### src/rtl/cfg_strap_pkg.sv
package cfg_strap_pkg;

   localparam int NSLOT = 4;

   typedef enum logic [1:0] {
      EQ_LOW  = 2'b00,
      EQ_MID  = 2'b01,
      EQ_HIGH = 2'b10,
      EQ_SPARE = 2'b11
   } eq_lvl_e;

   function automatic logic [3:0] edge_of(input logic [1:0] lvl);
      case (lvl)
         2'd0:    return 4'h0;
         2'd1:    return 4'h3;
         2'd2:    return 4'h6;
         default: return 4'hA;
      endcase
   endfunction

   function automatic logic [3:0] dc_of(input logic [1:0] lvl);
      case (lvl)
         2'd0:    return 4'h0;
         2'd3:    return 4'h6;
         default: return 4'h2;
      endcase
   endfunction

   function automatic logic [7:0] eq_of(input logic [1:0] lvl);
      case (eq_lvl_e'(lvl))
         EQ_LOW:  return 8'h00;
         EQ_HIGH: return 8'h66;
         default: return 8'h33;
      endcase
   endfunction

endpackage

### src/rtl/strap_latch.sv
module strap_latch (
   input  logic clk,
   input  logic rst_n,
   input  logic scl_lvl,
   input  logic sda_lvl,
   output logic cap_stb,
   output logic host_en
);
   logic armed_q;
   logic host_q;

   always_ff @(posedge clk or negedge rst_n) begin
      if (!rst_n) begin
         armed_q <= 1'b0;
         host_q  <= 1'b0;
      end else if (!armed_q) begin
         armed_q <= 1'b1;
         host_q  <= scl_lvl & sda_lvl;
      end
   end

   assign cap_stb = ~armed_q;
   assign host_en = host_q;
endmodule

### src/rtl/strap_xlate.sv
module strap_xlate
   import cfg_strap_pkg::*;
#(
   parameter int         DW        = 8,
   parameter logic [3:0] RSVD_EDGE = 4'h5,
   parameter logic [6:0] RSVD_CFG  = 7'h24,
   parameter logic [3:0] RSVD_DC   = 4'h9
) (
   input  logic [1:0]                  boost_lvl,
   input  logic [1:0]                  eq_lvl,
   output logic [NSLOT-1:0][DW-1:0]    init_vals
);
   always_comb begin
      init_vals[0] = {edge_of(boost_lvl), RSVD_EDGE};
      init_vals[1] = {RSVD_CFG, 1'b1};
      init_vals[2] = {RSVD_DC, dc_of(boost_lvl)};
      init_vals[3] = eq_of(eq_lvl);
   end
endmodule

### src/rtl/cfg_slots.sv
module cfg_slots
   import cfg_strap_pkg::*;
#(
   parameter int                          DW       = 8,
   parameter int                          AW       = 8,
   parameter bit                          RD_REG   = 1'b0,
   parameter logic [NSLOT-1:0][AW-1:0]    OFFS     = '0,
   parameter logic [NSLOT-1:0][DW-1:0]    RST_VALS = '0
) (
   input  logic                        clk,
   input  logic                        rst_n,
   input  logic                        cap_stb,
   input  logic                        host_en,
   input  logic [NSLOT-1:0][DW-1:0]    init_vals,
   input  logic [AW-1:0]               acc_off,
   input  logic [DW-1:0]               acc_wdata,
   input  logic                        acc_wr,
   output logic [NSLOT-1:0][DW-1:0]    slot_o,
   output logic [DW-1:0]               acc_rdata
);
   logic [DW-1:0]    mem [NSLOT];
   logic [NSLOT-1:0] hit;
   logic [DW-1:0]    rd_c;

   for (genvar i = 0; i < NSLOT; i++) begin : g_slot
      assign hit[i] = (acc_off == OFFS[i]);

      always_ff @(posedge clk or negedge rst_n) begin
         if (!rst_n)
            mem[i] <= RST_VALS[i];
         else if (cap_stb)
            mem[i] <= init_vals[i];
         else if (host_en && acc_wr && hit[i])
            mem[i] <= acc_wdata;
      end

      assign slot_o[i] = mem[i];
   end

   always_comb begin
      rd_c = '0;
      if (host_en) begin
         for (int k = 0; k < NSLOT; k++) begin
            if (hit[k]) rd_c = rd_c | mem[k];
         end
      end
   end

   if (RD_REG) begin : g_rd_flop
      always_ff @(posedge clk or negedge rst_n) begin
         if (!rst_n) acc_rdata <= '0;
         else        acc_rdata <= rd_c;
      end
   end else begin : g_rd_comb
      assign acc_rdata = rd_c;
   end
endmodule

### src/rtl/cfg_strap_bank.sv
module cfg_strap_bank
   import cfg_strap_pkg::*;
#(
   parameter int          DW        = 8,
   parameter int          AW        = 8,
   parameter logic [6:0]  SLV_ADDR  = 7'h2C,
   parameter logic [AW-1:0] OFF_EDGE = 'h01,
   parameter logic [AW-1:0] OFF_CFG  = 'h03,
   parameter logic [AW-1:0] OFF_DC   = 'h0E,
   parameter logic [AW-1:0] OFF_EQ   = 'h25,
   parameter logic [3:0]  RSVD_EDGE = 4'h5,
   parameter logic [6:0]  RSVD_CFG  = 7'h24,
   parameter logic [3:0]  RSVD_DC   = 4'h9,
   parameter bit          RD_REG    = 1'b0
) (
   input  logic          clk,
   input  logic          rst_n,
   input  logic [1:0]    boost_lvl,
   input  logic [1:0]    eq_lvl,
   input  logic          scl_lvl,
   input  logic          sda_lvl,
   input  logic [AW-1:0] acc_off,
   input  logic [DW-1:0] acc_wdata,
   input  logic          acc_wr,
   output logic [DW-1:0] acc_rdata,
   output logic          host_en,
   output logic [6:0]    slv_addr,
   output logic [3:0]    edge_code,
   output logic [3:0]    dc_code,
   output logic [DW-1:0] eq_code,
   output logic          cfg_active
);
   localparam logic [NSLOT-1:0][AW-1:0] OFFS = {OFF_EQ, OFF_DC, OFF_CFG, OFF_EDGE};
   localparam logic [NSLOT-1:0][DW-1:0] RST_VALS =
      {DW'(0), DW'(0), DW'(1), DW'(0)};

   if (DW != 8) begin : g_bad_dw
      $error("cfg_strap_bank: register width must be 8");
   end
   if (AW < 6) begin : g_bad_aw
      $error("cfg_strap_bank: offset width too small for the register map");
   end
   for (genvar i = 0; i < NSLOT; i++) begin : g_chk_i
      for (genvar j = i + 1; j < NSLOT; j++) begin : g_chk_j
         if (OFFS[i] == OFFS[j]) begin : g_dup
            $error("cfg_strap_bank: two registers share one offset");
         end
      end
   end

   logic                     cap_stb;
   logic [NSLOT-1:0][DW-1:0] init_vals;
   logic [NSLOT-1:0][DW-1:0] slot_q;
   logic                     sig_unused;

   strap_latch u_latch (
      .clk     (clk),
      .rst_n   (rst_n),
      .scl_lvl (scl_lvl),
      .sda_lvl (sda_lvl),
      .cap_stb (cap_stb),
      .host_en (host_en)
   );

   strap_xlate #(
      .DW        (DW),
      .RSVD_EDGE (RSVD_EDGE),
      .RSVD_CFG  (RSVD_CFG),
      .RSVD_DC   (RSVD_DC)
   ) u_xlate (
      .boost_lvl (boost_lvl),
      .eq_lvl    (eq_lvl),
      .init_vals (init_vals)
   );

   cfg_slots #(
      .DW       (DW),
      .AW       (AW),
      .RD_REG   (RD_REG),
      .OFFS     (OFFS),
      .RST_VALS (RST_VALS)
   ) u_slots (
      .clk       (clk),
      .rst_n     (rst_n),
      .cap_stb   (cap_stb),
      .host_en   (host_en),
      .init_vals (init_vals),
      .acc_off   (acc_off),
      .acc_wdata (acc_wdata),
      .acc_wr    (acc_wr),
      .slot_o    (slot_q),
      .acc_rdata (acc_rdata)
   );

   assign edge_code  = slot_q[0][7:4];
   assign cfg_active = slot_q[1][0];
   assign dc_code    = slot_q[2][3:0];
   assign eq_code    = slot_q[3];
   assign slv_addr   = SLV_ADDR;
   assign sig_unused = ^{slot_q[0][3:0], slot_q[1][7:1], slot_q[2][7:4]};
endmodule

### config.mk
export PLATFORM = sky130hd
export DESIGN_NAME = cfg_strap_bank
export DESIGN_NICKNAME = d
export VERILOG_FILES = /design/src/rtl/cfg_strap_pkg.sv /design/src/rtl/strap_latch.sv /design/src/rtl/strap_xlate.sv /design/src/rtl/cfg_slots.sv /design/src/rtl/cfg_strap_bank.sv
export SDC_FILE = /design/constraint.sdc
export NUM_CORES = 1
export LEC_CHECK = 0
export ABC_CLOCK_PERIOD_IN_PS = 3260
export BUFFER_PORTS_ARGS = -buffer_cell sky130_fd_sc_hd__buf_2
export CORE_AREA = 10 10 66 82
export CTS_CLUSTER_SIZE = 20
export DETAILED_ROUTE_END_ITERATION = 8
export DIE_AREA = 0 0 76 92
export GPL_ROUTABILITY_DRIVEN = 0
export MAX_ROUTING_LAYER = met4
export PLACE_DENSITY_LB_ADDON = 0.1
export REMOVE_ABC_BUFFERS = 1
export SYNTH_ARGS = -nofsm -noshare
export SYNTH_HDL_FRONTEND = slang
export SYNTH_HIERARCHICAL = 1
export SYNTH_SLANG_ARGS = --single-unit
### constraint.sdc
create_clock -name clk -period 3.26 [get_ports clk]
set_clock_uncertainty 0.15 [all_clocks]
set_input_delay 0.326 -clock clk [delete_from_list [all_inputs] [get_ports clk]]
set_output_delay 0.326 -clock clk [all_outputs]
set_load 0.01 [all_outputs]
Yosys cells after proc, flatten, opt, wreduce, memory -nomap -nowiden
Index checks and enable logic that the tools add are counted.
W data, S select, Z words.
{"block": "totals", "reg_bits": 34, "elab_cells": 48, "inputBits": 25, "out_inout_bits": 33}
{"block": "op_classes", "mux": 19, "bitwise": 4, "reduce_logical": 7, "n_eq_ne": 12}
{"op": "$mux W8", "n": 16}
{"op": "$or A8 B8 Y8", "n": 3}
{"op": "$pmux W7 S2", "n": 1}
{"op": "$pmux W4 S3", "n": 1}
{"op": "$eq A8 B1 Y1 const B", "n": 1}
{"op": "$eq A8 B2 Y1 const B", "n": 1}
{"op": "$eq A8 B4 Y1 const B", "n": 1}
{"op": "$eq A8 B6 Y1 const B", "n": 1}
{"op": "$ne A2 B1 Y1 const B", "n": 4}
{"op": "$eq A2 B2 Y1 const B", "n": 3}
{"op": "$pmux W3 S2", "n": 1}
{"op": "$logic_and A1 B1 Y1", "n": 5}
{"op": "$logic_not A2 Y1", "n": 2}
{"op": "$eq A2 B1 Y1 const B", "n": 1}
{"op": "$and A1 B1 Y1", "n": 1}

Longest topological paths before layout
{"block": "depth", "word_depth": 12, "mapped_depth": 6}

Modules after synthesis
Netlist, hierarchy kept.
{"mod": "cfg_slots", "n_inst": 1, "area_per_inst_um2": 1774.2, "cells_per_inst": 186}
{"mod": "strap_xlate", "n_inst": 1, "area_per_inst_um2": 240.2, "cells_per_inst": 34}
{"mod": "strap_latch", "n_inst": 1, "area_per_inst_um2": 70.1, "cells_per_inst": 7}
{"mod": "cfg_strap_bank", "n_inst": 1, "area_per_inst_um2": 60.1, "cells_per_inst": 9}

Worst setup path after synthesis
No wires, ideal clock.
{"block": "synth_path", "kind": "input-to-output", "from": "input acc_off[2]", "to": "output acc_rdata[0]", "arrival_time_ns": 1.353, "slack_ns": 1.431, "stages": 5, "n_path_buf": 1, "cell_sequence": "nor4_1 > and2_1 > clkbuf_1 > a222oi_1 > nor2b_1"}
{"block": "synth_via", "elab_chain_len": 12}
{"item": "from (decl)", "line": "cfg_strap_bank.sv:22", "rtl": "input logic [AW-1:0] acc_off,"}
{"item": "$eq A8 B1 Y1", "line": "cfg_slots.sv:26", "rtl": "assign hit[i] = (acc_off == OFFS[i]);"}
{"item": "$mux W8", "line": "cfg_slots.sv:44", "rtl": "if (hit[k]) rd_c = rd_c | mem[k];"}
{"item": "$mux W8", "line": "cfg_slots.sv:42", "rtl": "if (host_en) begin"}
{"item": "$or A8 B8 Y8", "line": "cfg_slots.sv:44"}
{"item": "$mux W8", "line": "cfg_slots.sv:44"}
{"item": "$mux W8", "line": "cfg_slots.sv:42"}
{"item": "$or A8 B8 Y8", "line": "cfg_slots.sv:44"}
{"item": "$mux W8", "line": "cfg_slots.sv:44"}
{"item": "$mux W8", "line": "cfg_slots.sv:42"}
{"item": "$or A8 B8 Y8", "line": "cfg_slots.sv:44"}
{"item": "$mux W8 *", "line": "cfg_slots.sv:44"}
{"item": "$mux W8 *", "line": "cfg_slots.sv:42"}
{"item": "to (decl)", "line": "cfg_strap_bank.sv:25", "rtl": "output logic [DW-1:0] acc_rdata,"}
Mark *: on every way between the ends. The rest lies on a longest branch, timed or not. The select of a mux whose other input is x is not followed.

Worst setup path after layout
{"block": "layout_path", "from": "input acc_off[2]", "to": "output acc_rdata[7]"}
Same word-level chain as after synthesis.

==> metrics.txt <==
status completed; Ports 58; top_reg_cell synth dfrtp_1; die width 76 um; period utilization 69.96%; synth top area cells dfrtp_1, buf_4, a21oi_1; multi-input combinational cell area ~0.0011 mm2; peak supply drop roughly 0.3 mV; worst reg2reg path startpoint u_latch/armed_q; crit path launch type input pin; Total Power 989.5 uW; Die Span Y 92 um; CTS Hold Buffers Added 1; Worst EP arrival 1.80 ns; NumNets Final 300; Setup TNS 0 ns; diode count 0; Root Buffer clkbuf_8; Post-synth ARST share 100.0%; # DRC 0; Worst Max-Slew Pin Slew 0.8581 ns; # setup viols final 0; EDFF count, synth 0; TritonRoute pass-1 iters 5; Tot GR Track Use ~16%; area leader, netlist dfrtp_1; Syn Area/Cell around 9 um2; WS Path Type in2out; Post-CTS Resized 0; H-tree level count 2; die area around 0.007 mm2; hpwl dp around 3.7 mm; R2R depth 3; drt wl/cell approximately 16 um; first-pass GRT wire length approximately 8.7 mm; synthesis-to-layout area growth 10.21%; synth warn 6; pins over their slew limit 0; Cell Rows 26; CP max-delay cell and2_1; CTS Buffer Depth 2; 1st-iter DRT viols approximately 120; initial antenna violation count 0; Buffers on Ports 50; leakage about 1.1 nW; Initial Util 54.48%; CTS clk-pin slew, worst paths 0.06 ns; R2R setup slack approximately 1.2 ns; via count 1,673; CTS sink count 34; cell count after synthesis 236; fraction of layout cells with a size suffix above 1 29.20%; total setup buffers inserted after CTS 0; DR vias/cell a little over 5; max-cap violations 0; Rel. slew slack 42.73%; share of the synthesized area in the top cell type 38.51%; largest net degree at the start of global routing 35; PD cells 418.7 mW/mm2; most common cell in the netlist nand2_1; Critical Path RT ~2.8 ns; final hold viol count 0; Seq/Total Area, Yosys 39.73%; CTS tree built; Worst Setup EP acc_rdata[7]; critical path endpoint category primary output; grt ovf 0; crit path time final 2.281 ns; clk_lat worst skew between 0.2 and 0.3 ns; Worst Setup SP acc_off[2]; Routed WL ~5.2 mm; Reg area ~850 um2; RSZ-0062 raised after global routing false; vias in the first global route ~1,700; FILL cells 375; max incr delay on CP between 0.3 and 0.4 ns; min-delay worst type in2reg; #FFs+latches synth 34; cell mode on critical path buf_2; Commonest cells post-synth nand2_1, buf_4, dfrtp_1, a21oi_1, o21ai_1; crit path max fanout 11; Num CTS Buffers 5; Synth Cell Area about 0.0021 mm2; R2R Path End u_slots/slot_o[17]; core region area 0.003936 mm2; CP cell instances buf_2 > nor4_2 > buf_4 > and2_1 > a222oi_1 > nor2b_1 > buf_2; Cell variety after synth 30; Fmax about 440 MHz; Final ANT Viol Nets 0
==> cell type report <==
class                   instances  share of cell area, %
multi-input cells             178                  44.52
flip-flops and latches         34                  36.05
inverters                       1                 0.1588
repair buffers                 55                  12.81
well taps                      56                  2.965
clock buffers                   6                  3.494
==> logic make-up after synthesis <==
group / count (synthesis) / synth area share (%)
compound gates: 85 / 26.02
flops: 34 / 39.73
simple gates: 65 / 17.56
buf+inv: 47 / 15.81
other cells: 5 / 0.8752
==> stage by stage <==
step	instances	hold WS (ns)	util, %	area (um2)	setup WS (ns)
final	330	0.1517	60.04	2364	0.9793
after global routing	330	0.1642	60.04	2364	0.8576
after CTS	330	0.1480	60.04	2364	0.9655
after detailed placement	323	0.2868	57.69	2271	1.013
after global placement	323	0.2997	57.69	2271	1.011
after floorplan	213	-0.1196	-	1896	0.5880
==> report_power, final <==
part / switching [mW] / internal (mW)
logic: 0.111 / 0.0747
registers: 0.0306 / 0.466
clock network: 0.144 / 0.163
==> worst min path at each step <==
stage | startpoint | to | slack (ns) | cells past startpoint
global route | sda_lvl | u_latch/host_en | 0.16 | 3
finish | sda_lvl | u_latch/host_en | 0.15 | 3
global placement | rst_n | u_slots/slot_o[27] | 0.30 | 1
floorplan | rst_n | u_latch/armed_q | -0.12 | 0
CTS | sda_lvl | u_latch/host_en | 0.15 | 3
detailed placement | rst_n | u_slots/slot_o[27] | 0.29 | 1
==> routing by layer <==
metal	up-vias	global-route usage (%)	routed length (um)
met3	8	4.102	287
met5	-	-	0
met1	760	19.22	2385
met2	57	24.15	2476
met4	0	5.222	71
li1	848	-	-
==> worst max-delay path: cells and delay by family <==
family | cells | cell delay [ns]
AO/OA/AOI/OAI | 1 | 0.18
buffers and inverters | 3 | 0.51
AND/OR/NAND/NOR | 3 | 0.79
==> sequential cells by signal, indices dropped and copies added, names as in the netlist <==
| name | flops |
|---|---|
| u_latch/armed_q | 1 |
| u_slots/slot_o | 32 |
| u_latch/host_en | 1 |
==> placed cells by master, fill, tap and decap left out <==
cell type	n
a21oi_1	32
a222oi_1	8
a22o_1	8
a31oi_2	2
a31oi_4	2
and2_1	2
and2_2	2
and2b_2	3
and4bb_1	1
buf_12	1
buf_2	50
buf_4	3
clkbuf_8	6
conb_1	28
dfrtp_1	33
dfstp_2	1
dlygate4sd3_1	1
inv_1	1
nand2_1	34
nor2b_1	14
nor2b_2	2
nor4_2	1
nor4b_2	1
nor4b_4	1
nor4bb_1	1
nor4bb_2	1
o21ai_1	29
o21ai_2	4
or2_1	2
No activity file was read; power rests on OpenSTA's default activity.
